## src/rtl/sgc_pkg.sv

```systemverilog
package sgc_pkg;

    // Decode channel: running parity of the Gray bits seen so far in a word
    typedef enum logic {
        PAR_EVEN = 1'b0,
        PAR_ODD  = 1'b1
    } par_e;

    // Encode channel: last binary bit seen in the current word
    typedef enum logic {
        PREV_LOW  = 1'b0,
        PREV_HIGH = 1'b1
    } prev_e;

    // One serial lane as it enters a channel
    typedef struct packed {
        logic dat;
        logic vld;
        logic sow;
    } lane_t;

endpackage

```

## src/rtl/sgc_g2b_chan.sv

```systemverilog
module sgc_g2b_chan
    import sgc_pkg::*;
(
    input  logic  clk,
    input  logic  rst,
    input  lane_t lane,
    output logic  out_bit,
    output logic  out_vld
);

    par_e cur_st;
    par_e base_st;
    par_e nxt_st;

    // the start strobe makes this bit act on a cleared parity
    always_comb begin
        base_st = lane.sow ? PAR_EVEN : cur_st;
        nxt_st  = cur_st;
        if (lane.vld) begin
            unique case (base_st)
                PAR_EVEN: nxt_st = lane.dat ? PAR_ODD  : PAR_EVEN;
                PAR_ODD:  nxt_st = lane.dat ? PAR_EVEN : PAR_ODD;
            endcase
        end
    end

    // state register
    always_ff @(posedge clk) begin
        if (rst) cur_st <= PAR_EVEN;
        else     cur_st <= nxt_st;
    end

    // registered outputs
    always_ff @(posedge clk) begin
        if (rst) begin
            out_bit <= 1'b0;
            out_vld <= 1'b0;
        end else begin
            out_vld <= lane.vld;
            if (lane.vld) out_bit <= (nxt_st == PAR_ODD);
        end
    end

endmodule

```

## src/rtl/sgc_b2g_chan.sv

```systemverilog
module sgc_b2g_chan
    import sgc_pkg::*;
(
    input  logic  clk,
    input  logic  rst,
    input  lane_t lane,
    output logic  out_bit,
    output logic  out_vld
);

    prev_e cur_st;
    prev_e base_st;
    prev_e nxt_st;
    logic  gray_c;

    // load transition: the state follows each valid binary bit
    always_comb begin
        base_st = lane.sow ? PREV_LOW : cur_st;
        nxt_st  = cur_st;
        if (lane.vld) nxt_st = lane.dat ? PREV_HIGH : PREV_LOW;
    end

    // Gray bit = this binary bit XOR the one before it in the word
    always_comb begin
        unique case (base_st)
            PREV_LOW:  gray_c = lane.dat;
            PREV_HIGH: gray_c = ~lane.dat;
        endcase
    end

    // state register
    always_ff @(posedge clk) begin
        if (rst) cur_st <= PREV_LOW;
        else     cur_st <= nxt_st;
    end

    // registered outputs
    always_ff @(posedge clk) begin
        if (rst) begin
            out_bit <= 1'b0;
            out_vld <= 1'b0;
        end else begin
            out_vld <= lane.vld;
            if (lane.vld) out_bit <= gray_c;
        end
    end

endmodule

```

## src/rtl/serial_gray_codec.sv

```systemverilog
module serial_gray_codec
    import sgc_pkg::*;
(
    input  logic clk,
    input  logic rst,
    input  logic gray_in_bit,
    input  logic gray_in_vld,
    input  logic gray_in_sow,
    output logic bin_out_bit,
    output logic bin_out_vld,
    input  logic bin_in_bit,
    input  logic bin_in_vld,
    input  logic bin_in_sow,
    output logic gray_out_bit,
    output logic gray_out_vld
);

    lane_t dec_lane;
    lane_t enc_lane;

    assign dec_lane = '{dat: gray_in_bit, vld: gray_in_vld, sow: gray_in_sow};
    assign enc_lane = '{dat: bin_in_bit,  vld: bin_in_vld,  sow: bin_in_sow};

    sgc_g2b_chan i_dec (
        .clk     (clk),
        .rst     (rst),
        .lane    (dec_lane),
        .out_bit (bin_out_bit),
        .out_vld (bin_out_vld)
    );

    sgc_b2g_chan i_enc (
        .clk     (clk),
        .rst     (rst),
        .lane    (enc_lane),
        .out_bit (gray_out_bit),
        .out_vld (gray_out_vld)
    );

endmodule

```

## config.mk

```make
export PLATFORM = sky130hd
export DESIGN_NAME = serial_gray_codec
export DESIGN_NICKNAME = d
export VERILOG_FILES = /design/src/rtl/sgc_pkg.sv /design/src/rtl/sgc_g2b_chan.sv /design/src/rtl/sgc_b2g_chan.sv /design/src/rtl/serial_gray_codec.sv
export SDC_FILE = /design/constraint.sdc
export NUM_CORES = 1
export LEC_CHECK = 0
export BUFFER_PORTS_ARGS = -buffer_cell sky130_fd_sc_hd__buf_2
export CORE_AREA = 5 5 42 44
export CTS_BUF_LIST = sky130_fd_sc_hd__clkbuf_4 sky130_fd_sc_hd__clkbuf_8
export CTS_CLUSTER_DIAMETER = 200
export DETAILED_ROUTE_END_ITERATION = 10
export DIE_AREA = 0 0 47 49
export PLACE_DENSITY_LB_ADDON = 0.25
export SETUP_SLACK_MARGIN = 0.3
export SLEW_MARGIN = 5
export SYNTH_ARGS = -nofsm -noshare
export SYNTH_HDL_FRONTEND = slang
export SYNTH_HIERARCHICAL = 1
export SYNTH_SLANG_ARGS = --single-unit
```

## constraint.sdc

```tcl
create_clock -name clk -period 0.8 [get_ports clk]
set_input_delay 0.16 -clock clk [delete_from_list [all_inputs] [get_ports clk]]
set_output_delay 0.16 -clock clk [all_outputs]
set_load 0.05 [all_outputs]
```

## Yosys cells after proc, flatten, opt, wreduce, memory -nomap -nowiden

Index checks and enable logic that the tools add are counted.
Widths: inputs -> output; s select.

| cells by class | value |
|---|---|
| bitwise operators | 3 |
| muxes and demuxes | 8 |

Operators with widths:

| cell | count |
|---|---|
| $mux 1 | 6 |
| $pmux 1 s2 | 2 |
| $not 1->1 | 3 |

| word-level totals | value |
|---|---|
| word-level logic and storage cells | 17 |
| bits in registers | 6 |
| output and inout bits | 4 |
| input port bits | 8 |

## Depth between registers and ports, before layout

| logic depth | value |
|---|---|
| word-level depth | 4 |
| mapped depth | 2 |

## Cells and area by module

Netlist, hierarchy kept.

By module, submodules not included:

| module | seq. area each (um^2) | cells each | times used | area each (um^2) |
|---|---|---|---|---|
| sgc_g2b_chan | 60.1 | 12 | 1 | 137.6 |
| sgc_b2g_chan | 60.1 | 11 | 1 | 121.4 |

## Worst setup path before layout

OpenSTA, ideal clock, no wires.

| timing path | value |
|---|---|
| path type | register to register |
| from | reg i_enc/out_bit (netlist name) |
| to | reg i_enc.out_bit |
| period minus slack after synthesis | 1.086 ns |
| data arrival time | 0.983 ns |
| library setup time | 0.103 ns |
| path slack | -0.286 ns |
| stages on the path, launching flop included | 3 |
| cell sequence | dfxtp_1 > nor2_1 > a2111oi_2 |

RTL lines:

| element | line | source |
|---|---|---|
| to (signal assigned) | sgc_b2g_chan.sv:44 | `if (lane.vld) out_bit <= gray_c;` |
| to (decl) | sgc_b2g_chan.sv:7 | `output logic out_bit,` |

## Worst setup path after layout

| timing path | value |
|---|---|
| from | reg i_enc.out_bit |
| to | out gray_out_bit |

RTL lines:

| element | line | source |
|---|---|---|
| to (decl) | serial_gray_codec.sv:14 | `output logic gray_out_bit,` |

No word-level cell between the ends.

==> results.toml <==
[place]
post-place-ws_ns = -0.131
routabilityCongestion = 0.716
dpl-instance-area_sq_um = 372
hpwlAfterDp_um = 558
io_buffers = 11

[routing]
ant_nets = 0
wl_per_cell_um = 13.2
drtPass1Iterations = 1
viasPerCell = 4.48
routed_wl_um = 738
via_count = 251
drc_errors = 0
drtIter0Drc = 0

[timing]
worst_pin_slew_ns = 0.244
max_freq_mhz = 1120
skew_ns = 0.0000950
finalHoldViolCount = 0
drv_slew = 0
setup_slack_ns = -0.0932
fin_crit_sh_pct = 112
finalSetupViolations = 5
maxSlewHeadroom_pct = 83.7
timing.hold.ws_ns = 0.211
rsz0062_at_grt = "true"
fin_crit_ns = 0.893

[setup_path]
start_kind = "register"
critPathKind = "reg2out"
critPathMaxStageDelay_ns = 0.35
cp_num_buf_inv = 1
crit_family = "flip-flops"
cp_slowest_cell = "dfxtp_4"
cp-end-kind = "primary output"
arrival_ns = 0.73
cp_max_fo = 2
crit_chain = "buf_8"
cp_data_required_time_ns = 0.64

[outcome]
violations = "setup timing"
status = "finished with violations"

[synth]
syn-num-nets = 31
synth_xor_area_share_pct = 0
ys_types = 12
synthTopCellsByArea = "dfxtp_1 (46%), nor2b_1 (9.7%), and4b_1 (7.7%), a2111oi_2 (5.8%), nor2b_4 (5.3%)"
synth_compound_area_share_pct = 19.3
synth_top_cell_by_area = "dfxtp_1"
syn_avg_cell_area_sq_um = 11.3
synth.area.mux_share_pct = 3.86
yosys.area_share.adder_pct = 0
ys_seq_elements = 6
yosys.area_share.simple_pct = 30.4
seq_area_frac_synth_pct = 46.4
ys.warnings.count = 6
syn_area_sq_um = 259
synth.top_cell.area_share_pct = 46.4
syn_inst = 23
synth_top_family_by_area = "simple AND/OR/NAND/NOR gates"

[final_layout]
multi_input_area_sq_um = 174
final_area_sq_um = 474
final_core_util_pct = 33.8
fin_nets = 50
insertedDiodeCount = 0
mostFrequentLayoutCells = "buf_2 (7), dfxtp_4 (5), buf_8 (4)"
drive_above_1_share_pct = 72.5
syn_to_final_growth_pct = 83.1
n_fill_cell = 155
final_common_cell = "buf_2"
seq_area_sq_um = 140

[grt]
use_met2_pct = 12.4
track_usage_pct = 7.33
grt_use_met3_pct = 5.54
use_met1_pct = 5.52
grt_pass1_vias = 286
grt_antenna_before_repair = 0
grt_max_degree = 7
grt_overflow = 0
grt_pass1_wl_mm = 1.10
grt.busiest_layer = "met2"

[floorplanning]
die_w_um = 47
io_pins = 12
start_util_pct = 18.5
die-area_sq_um = 2300
die_h_um = 49
rows = 14
core_sq_um = 1400

[cts]
htree_levels = 1
cts_made_buffers = 3
hold_buffers = 0
cts_num_sinks = 6
tritoncts = "done"
clock-root-buffer = "clkbuf_4"
clk_pin_slew_ns = 0.05
clock_latency_ns = 0.24
cts_buffer_depth = 2

[power_and_ir_drop]
cellPowerDensity_nw_per_um2 = 1700
max-vdd-ir-drop_uv = 543
power.leakage_uw = 0.000199

[min_path]
hold_path.class = "in2reg"

[flow_run]
maxCapViolations = 0
==> path summary, 6_finish.rpt <==
| check | startpoint | endpoint | slack (ns) | cells after the start |
|---|---|---|---|---|
| setup / recovery | i_enc/out_bit$_SDFFE_PP0P_ | gray_out_bit | -0.09 | 1 |
| setup reg to reg | i_enc/out_bit$_SDFFE_PP0P_ | i_enc/out_bit$_SDFFE_PP0P_ | -0.07 | 3 |
| hold / removal | gray_in_vld | i_dec/out_vld$_SDFF_PP0_ | 0.21 | 2 |
| hold reg to reg | i_dec/cur_st$_SDFF_PP0_ | i_dec/out_bit$_SDFFE_PP0P_ | 0.51 | 2 |
==> worst reg2reg max path, delay by kind of cell (launching register included) <==
family	cells	cell delay [ns]
flops	1	0.35
compound gates	1	0.26
buf+inv	1	0.12
simple gates	1	0.03
==> repair_timing <==
action / 4_1_cts / 5_1_grt
pin swaps: 2 / 0
buffers inserted: 0 / 1
hold endpoints to repair: 0 / 0
setup endpoints to repair: 8 / 8
gates resized for setup: 16 / 2
==> metal layers <==
| layer | vias to the layer above | wire (um) |
|---|---|---|
| li1 | 119 | - |
| met5 | - | 0 |
| met3 | 0 | 93 |
| met4 | 0 | 0 |
| met1 | 118 | 213 |
| met2 | 14 | 430 |
==> synth_stat cells <==
library cell  n
and4b_1       2
o21bai_1      1
mux2i_1       1
nor2b_4       1
nor2b_1       4
a211oi_2      1
a32o_1        1
o21ai_0       1
nand2b_1      2
dfxtp_1       6
a2111oi_2     1
nor2_1        2
==> cells by family (layout without fill, tap and decap cells) <==
logic type	count (synthesis)	in the layout
buf+inv	0	17
flops	6	6
simple gates	11	11
compound gates	5	5
mux	1	1
==> metrics by stage <==
step                      setup TNS [ns]  cells  power, uW
after floorplan                  -0.0202     23        420
after global placement           -0.0265     52        471
after detailed placement          -0.131     52        480
after CTS                         -0.467     55        819
after global routing              -0.531     56        853
final                             -0.406     56        808
==> final cells by class <==
cell class / instances / area share (%)
Multi-Input combinational cell: 17 / 36.7
Tap cell: 16 / 4.22
Clock buffer: 3 / 4.75
Sequential cell: 6 / 29.6
Timing Repair Buffer: 14 / 24.8
==> report_power, final <==
group          total (uW)  leakage [uW]  internal [uW]  switching [uW]
clock network         280     0.0000138            170             110
logic                 196      0.000132           96.4            99.6
registers             332     0.0000532            315            16.8
total                 808      0.000199            582             226
==> flip-flops by register name, summed over array words and instances (netlist names) <==
register and cells:
i_enc/cur_st 1, i_dec/out_vld 1, i_enc/out_vld 1, i_dec/cur_st 1, i_dec/out_bit 1, i_enc/out_bit 1
(Power assumes the default switching activity.)
